**config.mk**
```make
export PLATFORM = sky130hd
export DESIGN_NAME = media_exc_tracker
export DESIGN_NICKNAME = d
export VERILOG_FILES = /design/src/rtl/mx_pkg.sv /design/src/rtl/mx_exc_decode.sv /design/src/rtl/mx_status_reg.sv /design/src/rtl/media_exc_tracker.sv
export SDC_FILE = /design/constraint.sdc
export NUM_CORES = 1
export LEC_CHECK = 0
export ABC_CLOCK_PERIOD_IN_PS = 2000
export BUFFER_PORTS_ARGS = -buffer_cell sky130_fd_sc_hd__buf_2
export CAP_MARGIN = 15
export CORE_ASPECT_RATIO = 0.8
export CORE_MARGIN = 1
export CORE_UTILIZATION = 50
export CTS_BUF_LIST = sky130_fd_sc_hd__clkbuf_2
export CTS_CLUSTER_DIAMETER = 60
export DETAILED_ROUTE_END_ITERATION = 16
export PLACE_DENSITY = 0.84
export SETUP_SLACK_MARGIN = 0.4
export SYNTH_ARGS = -nofsm -noshare
export SYNTH_HDL_FRONTEND = slang
export SYNTH_HIERARCHICAL = 1
export SYNTH_SLANG_ARGS = --single-unit
```
**constraint.sdc**
```tcl
create_clock -name clk -period 2 [get_ports clk]
set_input_delay 0.6 -clock clk [delete_from_list [all_inputs] [get_ports clk]]
set_output_delay 0.6 -clock clk [all_outputs]
set_load 0.01 [all_outputs]
```
**src/rtl/mx_pkg.sv**
```systemverilog
package mx_pkg;
  localparam int SAT_W = 4;
  localparam int TT_W  = 3;

  typedef logic [TT_W-1:0] ttype_t;

  localparam ttype_t TT_NONE = 3'd0;
  localparam ttype_t TT_OVF  = 3'd1;

  // bit positions inside the software-visible word
  localparam int F_TYPE = 0;
  localparam int F_AOVF = 3;
  localparam int F_OVF  = 4;
  localparam int F_MODE = 5;
  localparam int F_SAT  = 8;
  localparam int WORD_MIN = F_SAT + SAT_W;

  typedef struct packed {
    ttype_t           ttype;
    logic             aovf;
    logic             ovf;
    logic             mode;
    logic [SAT_W-1:0] sat;
  } mx_stat_t;
endpackage

```
**src/rtl/mx_exc_decode.sv**
```systemverilog
module mx_exc_decode
  import mx_pkg::*;
(
  input  logic     alt_variant,
  input  logic     rpt_valid,
  input  ttype_t   rpt_type,
  input  logic     rpt_slot,
  input  logic     trap_strobe,
  input  mx_stat_t cur_a,
  output logic     type_load,
  output logic     ovf_to_a,
  output logic     ovf_to_b,
  output logic     aovf_set,
  output logic     irq_now
);
  logic is_ovf;
  logic imm_irq;
  logic trap_hit;

  always_comb begin
    is_ovf    = rpt_valid && (rpt_type == TT_OVF);
    ovf_to_b  = is_ovf && !alt_variant && rpt_slot;
    ovf_to_a  = is_ovf && !ovf_to_b;
    imm_irq   = is_ovf && alt_variant && cur_a.mode;
    aovf_set  = is_ovf && !imm_irq;
    type_load = rpt_valid && (cur_a.ttype == TT_NONE) && (rpt_type != TT_NONE);
    trap_hit  = trap_strobe &&
                (cur_a.aovf || (!alt_variant && (cur_a.ttype != TT_NONE)));
    irq_now   = imm_irq || trap_hit;
  end
endmodule

```
**src/rtl/mx_status_reg.sv**
```systemverilog
module mx_status_reg
  import mx_pkg::*;
#(
  parameter bit HAS_CTRL = 1'b1,
  parameter int DATA_W   = 32
) (
  input  logic              clk,
  input  logic              rst_n,
  input  logic              wr_en,
  input  logic [DATA_W-1:0] wdata,
  input  logic              ovf_set,
  input  logic [SAT_W-1:0]  sat_or,
  input  logic              type_load,
  input  ttype_t            type_val,
  input  logic              aovf_set,
  output mx_stat_t          stat,
  output logic [DATA_W-1:0] rword
);
  mx_stat_t nxt;
  mx_stat_t base;

  // software write first, exception update layered on top
  always_comb begin
    base = stat;
    if (wr_en) begin
      base.ovf   = wdata[F_OVF];
      base.sat   = wdata[F_SAT +: SAT_W];
      base.ttype = wdata[F_TYPE +: TT_W];
      base.aovf  = wdata[F_AOVF];
      base.mode  = wdata[F_MODE];
    end
    nxt = base;
    if (ovf_set) begin
      nxt.ovf = 1'b1;
      nxt.sat = base.sat | sat_or;
    end
  end

  generate
    if (HAS_CTRL) begin : g_ctrl
      mx_stat_t full;
      always_comb begin
        full = nxt;
        if (type_load) full.ttype = type_val;
        if (aovf_set)  full.aovf  = 1'b1;
      end
      always_ff @(posedge clk) begin
        if (!rst_n) stat <= '0;
        else        stat <= full;
      end
      always_comb begin
        rword = '0;
        rword[F_TYPE +: TT_W]  = stat.ttype;
        rword[F_AOVF]          = stat.aovf;
        rword[F_OVF]           = stat.ovf;
        rword[F_MODE]          = stat.mode;
        rword[F_SAT +: SAT_W]  = stat.sat;
      end
    end else begin : g_plain
      mx_stat_t slim;
      always_comb begin
        slim       = '0;
        slim.ovf   = nxt.ovf;
        slim.sat   = nxt.sat;
      end
      always_ff @(posedge clk) begin
        if (!rst_n) stat <= '0;
        else        stat <= slim;
      end
      always_comb begin
        rword = '0;
        rword[F_OVF]          = stat.ovf;
        rword[F_SAT +: SAT_W] = stat.sat;
      end
    end
  endgenerate
endmodule

```
**src/rtl/media_exc_tracker.sv**
```systemverilog
module media_exc_tracker
  import mx_pkg::*;
#(
  parameter int DATA_W = 32
) (
  input  logic              clk,
  input  logic              rst_n,
  input  logic              alt_variant,
  input  logic              rpt_valid,
  input  logic [TT_W-1:0]   rpt_type,
  input  logic [SAT_W-1:0]  rpt_sat,
  input  logic              rpt_slot,
  input  logic              trap_strobe,
  input  logic              sw_wr_en,
  input  logic              sw_sel,
  input  logic [DATA_W-1:0] sw_wdata,
  output logic [DATA_W-1:0] sw_rdata,
  output logic              irq_pulse
);
  localparam int NREG = 2;

  mx_stat_t          stat_a;
  mx_stat_t          stat_b;
  logic [DATA_W-1:0] word_a;
  logic [DATA_W-1:0] word_b;
  logic              type_load;
  logic              ovf_to_a;
  logic              ovf_to_b;
  logic              aovf_set;
  logic              irq_now;
  logic [NREG-1:0]   wr_hit;

  assign wr_hit[0] = sw_wr_en && !sw_sel;
  assign wr_hit[1] = sw_wr_en &&  sw_sel;

  mx_exc_decode u_dec (
    .alt_variant (alt_variant),
    .rpt_valid   (rpt_valid),
    .rpt_type    (rpt_type),
    .rpt_slot    (rpt_slot),
    .trap_strobe (trap_strobe),
    .cur_a       (stat_a),
    .type_load   (type_load),
    .ovf_to_a    (ovf_to_a),
    .ovf_to_b    (ovf_to_b),
    .aovf_set    (aovf_set),
    .irq_now     (irq_now)
  );

  mx_status_reg #(.HAS_CTRL(1'b1), .DATA_W(DATA_W)) u_reg_a (
    .clk       (clk),
    .rst_n     (rst_n),
    .wr_en     (wr_hit[0]),
    .wdata     (sw_wdata),
    .ovf_set   (ovf_to_a),
    .sat_or    (rpt_sat),
    .type_load (type_load),
    .type_val  (rpt_type),
    .aovf_set  (aovf_set),
    .stat      (stat_a),
    .rword     (word_a)
  );

  mx_status_reg #(.HAS_CTRL(1'b0), .DATA_W(DATA_W)) u_reg_b (
    .clk       (clk),
    .rst_n     (rst_n),
    .wr_en     (wr_hit[1]),
    .wdata     (sw_wdata),
    .ovf_set   (ovf_to_b),
    .sat_or    (rpt_sat),
    .type_load (1'b0),
    .type_val  (TT_NONE),
    .aovf_set  (1'b0),
    .stat      (stat_b),
    .rword     (word_b)
  );

  assign sw_rdata = sw_sel ? word_b : word_a;

  always_ff @(posedge clk) begin
    if (!rst_n) irq_pulse <= 1'b0;
    else        irq_pulse <= irq_now;
  end
endmodule

```
Word level (Yosys, flattened, before mapping)
Cells that the tools add are included.
Cells by class
  eq/ne operators: 1
  mux-type cells: 9
  bitwise logic cells: 2
  reduce and logical (&&, ||, !) cells: 26
Operator list (number)
  logical AND 1 bit: 13
  two-way mux 12 bit: 1
  two-way mux 10 bit: 1
  two-way mux 4 bit: 2
  OR 4 bit: 2
  nonzero test 2 bit: 4
  two-way mux 6 bit: 1
  nonzero test 3 bit: 2
  zero test 1 bit: 4
  == test 3 x 1 -> 1 bit, second input constant: 1
  zero test 3 bit: 1
  two-way mux 1 bit: 3
  two-way mux 3 bit: 1
  logical OR 1 bit: 2
Word-level totals
  register bits: 16
  input bits: 47
  output and inout bits: 33
  logic and storage cells: 46

Logic depth before layout (Yosys ltp)
Gate-level depths: netlist (run 1).
  depth in word-level cells: 7
  depth in mapped cells: 6
  mapped depth without buffers: 5

Hierarchy
Netlist (run 1), hierarchy kept.
Modules (own cells, without submodules)
  mx_status_reg at u_reg_a: times used 1, cells each 72, area an instance 691.9 um^2, sequential area each 200.2 um^2
  media_exc_tracker: times used 1, cells each 41, area an instance 574.3 um^2, sequential area each 20.0 um^2
  mx_status_reg at u_reg_b: times used 1, cells each 58, area an instance 500.5 um^2, sequential area each 100.1 um^2
  mx_exc_decode: times used 1, cells each 11, area an instance 83.8 um^2, sequential area each 0.0 um^2

Worst setup path before layout (run 1)
No wires, ideal clock.
  path type: input to output
  start: input port sw_sel
  end: output port sw_rdata[10]
  arrival: 1.173 ns
  data required time: 1.400 ns
  setup slack: 0.227 ns
  stages on the path: 3
  buffers on the path: 2
  cell sequence: buf_6 -> buf_12 -> mux2_4
Between the ends
  word-level cells in the longest chain between the ends: 1
Ends and longest elaborated chain
  from (decl): line media_exc_tracker.sv:15  | input logic sw_sel,
  two-way mux 12 bit: line media_exc_tracker.sv:78  | assign sw_rdata = sw_sel ? word_b : word_a;
  to (decl): line media_exc_tracker.sv:17  | output logic [DATA_W-1:0] sw_rdata,
No other way between the ends.

Worst setup path after layout (run 1)
  start: input port sw_sel
  end: output port sw_rdata[4]
The elaborated chain is that of the path after synthesis.

==> results of run 1 <==
[placed cells by master (no fill, tap or decap), types with 5 or more instances in the layout]
cell type / instances
a21boi_0: 8
buf_2: 27
buf_4: 5
buf_6: 10
conb_1: 49
dfxtp_1: 16
mux2_4: 35
mux2i_1: 9
nand2_1: 9
[metrics by stage]
stage	utilization [%]	area, um2	setup WS (ns)	hold slack (ns)
final	57.08	1826	0.1320	0.5526
after global routing	57.08	1826	0.1215	0.5417
after detailed placement	53.72	1718	0.009453	0.5401
after floorplan	-	1927	0.2366	0.5066
after global placement	53.72	1718	0.01952	0.5379
after CTS	56.85	1818	0.1360	0.5581
[timing repair]
item / in CTS / in global routing
setup buffers: 1 / 0
hold endpoints to repair: 0 / 0
setup endpoints to repair: 10 / 17
gates resized for setup: 15 / 2
[layout make-up]
| class | count | area, um2 | share of cell area, % |
|---|---|---|---|
| clock buffer | 3 | 15.01 | 0.8225 |
| tap | 40 | 50.05 | 2.742 |
| clock inverter | 1 | 3.754 | 0.2056 |
| timing repair buffer | 44 | 325.3 | 17.82 |
| sequential | 16 | 320.3 | 17.55 |
| multi-input combinational | 135 | 1107 | 60.66 |
| inverter | 1 | 3.754 | 0.2056 |
[power groups by stage]
| stage | combinational (mW) | clock, mW | sequential, mW |
|---|---|---|---|
| finish | 0.326 | 0.137 | 0.358 |
| global route | 0.355 | 0.161 | 0.361 |
| CTS | 0.320 | 0.144 | 0.358 |
| detailed placement | 0.294 | 0 | 0.365 |
| global placement | 0.291 | 0 | 0.364 |
| floorplan | 0.321 | 0 | 0.360 |
[metal layers]
layer | track usage [%] | wire length (um)
met5 | 0 | 0
met4 | 2.083 | 0
met3 | 4.792 | 130
met2 | 27.39 | 1348
met1 | 16.09 | 1160
[worst min-delay path by stage]
stage | endpoint | slack, ns | depth (start not counted)
after global routing | u_reg_a/rword[10] | 0.54 | 3
after CTS | u_reg_a/rword[10] | 0.56 | 3
after global placement | u_reg_a/rword[11] | 0.54 | 2
final | u_reg_a/rword[9] | 0.55 | 2
after floorplan | u_reg_a/rword[5] | 0.51 | 2
after detailed placement | u_reg_a/rword[9] | 0.54 | 2
[flip-flops by register name, summed over array words and instances (netlist names)]
name and cells:
u_reg_b/rword 5, u_reg_a/rword 10, irq_pulse 1
[worst min-delay path, stage by stage (launching register included)]
cell and delay, ns:
dfxtp_1 0.33, mux2i_1 0.10, a21boi_0 0.09
==> reports/results.tsv, run 1 <==
stage	metric	value	unit
status	outcome	complete, no violations	
clocking	clk slew on worst S/H paths	0.14	ns
placement	GP Congestion	0.7000	
logic_synthesis	Synth Instances	166	
placement	HPWL after DPL	2149	um
clocking	Sink Count	16	
clocking	CTS tree	built	
timing	max-slew violations	0	
timing	Hold Vio Cnt, Final	0	
power	Logic pwr share	39.7	%
final_layout	area grow syn2layout	5.267	%
clocking	CTS Buf Count	3	
power	Power, Total	0.8210	mW
final_layout	share of cells above drive strength 1	45.50	%
power	P_leak	0.9505	nW
drt	Starting DRT DRC Count	25	
power	Power Dens Cells	449.7	nW/um2
logic_synthesis	syn_area_per_cell	10.45	um2
critical_path	critical path's largest stage delay	0.30	ns
drt	drt pass-1 iters	4	
drt	WL/cell	11.00	um
power	internal power	0.5767	mW
final_layout	Final Non-Filler Cells	240	
power	clock power share	16.7	%
critical_path	CP Capture Type	output port	
global_route	total grt overflow	0	
critical_path	critical path, cell by cell	buf_12 > buf_12 > mux2_4 > buf_6	
global_route	Tot GR Track Use	14.47	%
clocking	Hold-fix buffers, CTS	0	
global_route	global-route wire length before repair	3870	um
logic_synthesis	synth warn	6	
critical_path	critical path's top delay family	buffers and inverters	
clocking	Clk Tree Root Cell	clkbuf_2	
critical_path	Setup crit start	sw_sel	
power	Switch Pwr	0.2443	mW
critical_path	CP max FO	6	
job	number of max-cap violations	0	
timing	setup TNS	0	ns
final_layout	nets@finish	248	
critical_path	Max stage delay cell, worst path	mux2_4	
logic_synthesis	Syn Std Cell Area	1734	um2
die	Starting Density	54.23	%
power	sw frac	29.76	%
die	Die Span X	67.85	um
power	Seq pwr share	43.6	%
timing	Tcrit/Tclk final	93.40	%
critical_path	CP most frequent cell	buf_12	
drt	Via-to-Cell Ratio	4.346	
die	die area	3709	um2
timing	clock skew	0.003768	ns
timing	RSZ-0062 raised after global routing	yes	
critical_path	R2R Path Start	u_reg_a/rword[1]	
placement	Port Buffers	35	
global_route	number of global-route vias before repair	940	
critical_path	Worst path depth	4	
timing	Period minus WS final	1.868	ns
clocking	H-tree lvl count	1	
final_layout	Ant. Diodes	0	
die	chip height	54.68	um
hold_path	HP Start	u_reg_a/rword[9]	
critical_path	CP Data Required Time	1.40	ns
timing	final setup fails	0	
die	IO Count	80	
critical_path	reg2reg path depth	4	
placement	dpl cells	235	
global_route	largest net degree at the start of global routing	17	
die	Core Region	3198	um2
power	worst vdd ir	0.0002262	V
critical_path	WP data arrival	1.27	ns
drt	final wirelength	2640	um
critical_path	critical path capture point	sw_rdata[4]	
critical_path	Bufs and invs on worst path	3	
timing	Max Fclk	535.3	MHz
hold_path	Min-Delay Path Class	register to register	
die	Core Rows	18	
critical_path	R2R Setup Slk	0.88	ns
final_layout	Layout fillers	296	
critical_path	critical path startpoint category	input port	
drt	via count	1043	
clocking	Clock Latency Late Sink	0.28	ns
global_route	initial antenna violation count	0	
critical_path	Crit Reg-Reg Endpoint	u_reg_a/rword[2]	
drt	DRC errors left	0	
clocking	clk buf depth	2	
critical_path	WS Path Type	input port to output port	
drt	Final ANT Viol Nets	0	
Power figures use the tool's default switching activity.
==> run 2: changes to the inputs <==
- GPL_TIMING_DRIVEN: default -> 0
==> reports/results.tsv, run 2 (synthesis gave the netlist of run 1 again) <==
stage	metric	value	unit
status	outcome	complete, no violations	
clocking	clk slew on worst S/H paths	0.17	ns
global_route	M3 GR Usage	6.458	%
die	Core Rows	18	
drt	Starting DRT DRC Count	78	
timing	Hold Vio Cnt, Final	0	
critical_path	CP most frequent cell	buf_12	
critical_path	CP Data Required Time	1.40	ns
timing	setup TNS	0	ns
global_route	met2 GRT Util	34.65	%
job	number of max-cap violations	0	
timing	final setup fails	0	
die	die area	3709	um2
global_route	largest net degree at the start of global routing	11	
timing	RSZ-0062 raised after global routing	yes	
drt	drt pass-1 iters	4	
global_route	Tot GR Track Use	17.46	%
global_route	global-route wire length before repair	4712	um
final_layout	Ant. Diodes	0	
clocking	Clock Latency Late Sink	0.30	ns
timing	Period minus WS final	1.869	ns
timing	WHS	0.5507	ns
timing	Final WS setup	0.1310	ns
drt	WL/cell	10.71	um
placement	Cell Area, Placed	2147	um2
final_layout	share of cells above drive strength 1	58.02	%
clocking	Sink Count	16	
global_route	GR Util met1	17.10	%
placement	HPWL after DPL	2413	um
clocking	H-tree lvl count	1	
die	Die Span X	67.85	um
power	worst vdd ir	0.0002683	V
die	Core Region	3198	um2
final_layout	post-route cell area	2350	um2
clocking	clk buf depth	2	
global_route	total grt overflow	0	
critical_path	critical path's top delay family	buffers and inverters	
placement	Setup WS pre-CTS	0.09809	ns
critical_path	Bufs and invs on worst path	3	
final_layout	area grow syn2layout	35.50	%
drt	via count	1268	
die	Starting Density	54.23	%
final_layout	Layout fillers	226	
drt	Final ANT Viol Nets	0	
critical_path	WP data arrival	1.27	ns
drt	final wirelength	3235	um
critical_path	critical path startpoint category	input port	
final_layout	Util after Layout	73.47	%
final_layout	most common library cell in the layout ignoring fill and taps	buf_4	
final_layout	commonest non-fill, non-tap cells in the layout	63 x buf_4, 49 x conb_1, 34 x mux2_4	
critical_path	critical path's largest stage delay	0.30	ns
drt	DRC errors left	0	
die	chip height	54.68	um
final_layout	Largest register FFs	10	
power	P_leak	1.300	nW
clocking	CTS Buf Count	3	
global_route	initial antenna violation count	0	
placement	Port Buffers	34	
timing	Tcrit/Tclk final	93.45	%
final_layout	sequential cell area	320.3	um2
critical_path	CP Capture Type	output port	
clocking	CTS tree	built	
global_route	GR peak layer	met2	
critical_path	critical path, cell by cell	buf_12 > buf_12 > mux2_4 > buf_6	
die	IO Count	80	
hold_path	Min-Delay Path Class	input port to register	
final_layout	nets@finish	310	
critical_path	Max stage delay cell, worst path	mux2_4	
global_route	number of global-route vias before repair	1187	
timing	Max Fclk	535.0	MHz
placement	GP Congestion	0.7006	
critical_path	WS Path Type	input port to output port	
timing	max-slew violations	0	
power	Power Dens Cells	406.0	nW/um2
final_layout	Multi-input gate area	1104	um2
clocking	Clk Tree Root Cell	clkbuf_2	
drt	Via-to-Cell Ratio	4.199	
critical_path	CP max FO	5	
timing	clock skew	0.01618	ns
[run 2: changes by cell type in the layout (fill, tap and decap cells not counted)]
cell,previous run,this run
buf_1,0,1
mux2_4,35,34
buf_4,5,63
buf_6,10,11
buf_16,0,1
buf_12,2,3
buf_2,27,24
buf_8,0,3
mux2_2,3,4
[run 2: layer usage]
| metal | vias to the layer above | routed length [um] |
|---|---|---|
| met5 | - | 0 |
| met4 | 0 | 14 |
| met3 | 2 | 246 |
| met2 | 43 | 1691 |
| met1 | 563 | 1282 |
| li1 | 660 | - |
[run 2: repair_timing]
item,CTS,global route
endpoints found under the setup margin,10,12
pin swaps,0,0
setup buffers,5,5
hold buffers,0,0
resized for setup,15,1
cloned,1,0
[run 2: cell type report]
type | count | area share (%)
multi-input combinational | 135 | 46.96
buffer | 61 | 21.73
timing repair buffer | 45 | 14.59
sequential | 16 | 13.63
tap | 40 | 2.130
clock buffer | 3 | 0.6390
clock inverter | 1 | 0.1597
inverter | 1 | 0.1597
[run 2: worst min-delay path: cells and delay by family]
family / cells / cell delay, ns
buffers and inverters: 1 / 0.10
and+or+nand+nor: 1 / 0.06
AOI/OAI and AO/OA: 1 / 0.06
[run 2: path summary, 6_finish.rpt]
check | from | endpoint | slack [ns] | cells after the start
min | rpt_sat[0] | u_reg_a/rword[8] | 0.55 | 3
max | sw_sel | sw_rdata[11] | 0.13 | 4
min reg2reg | u_reg_a/rword[8] | u_reg_a/rword[8] | 0.56 | 2
max reg2reg | u_reg_a/rword[0] | u_reg_a/rword[1] | 0.75 | 5
[run 2: through the flow]
step,std cells,power [mW]
finish,302,0.9539
global placement,287,0.7447
CTS,297,0.9399
floorplan,213,0.6810
detailed placement,287,0.7500
global route,302,1.017
[run 2: where the power goes]
group	internal, mW	switching, mW	leakage, nW
Sequential	0.342	0.0145	0.131
Clock	0.0434	0.105	0.0140
Combinational	0.286	0.162	1.15
Total	0.672	0.282	1.30
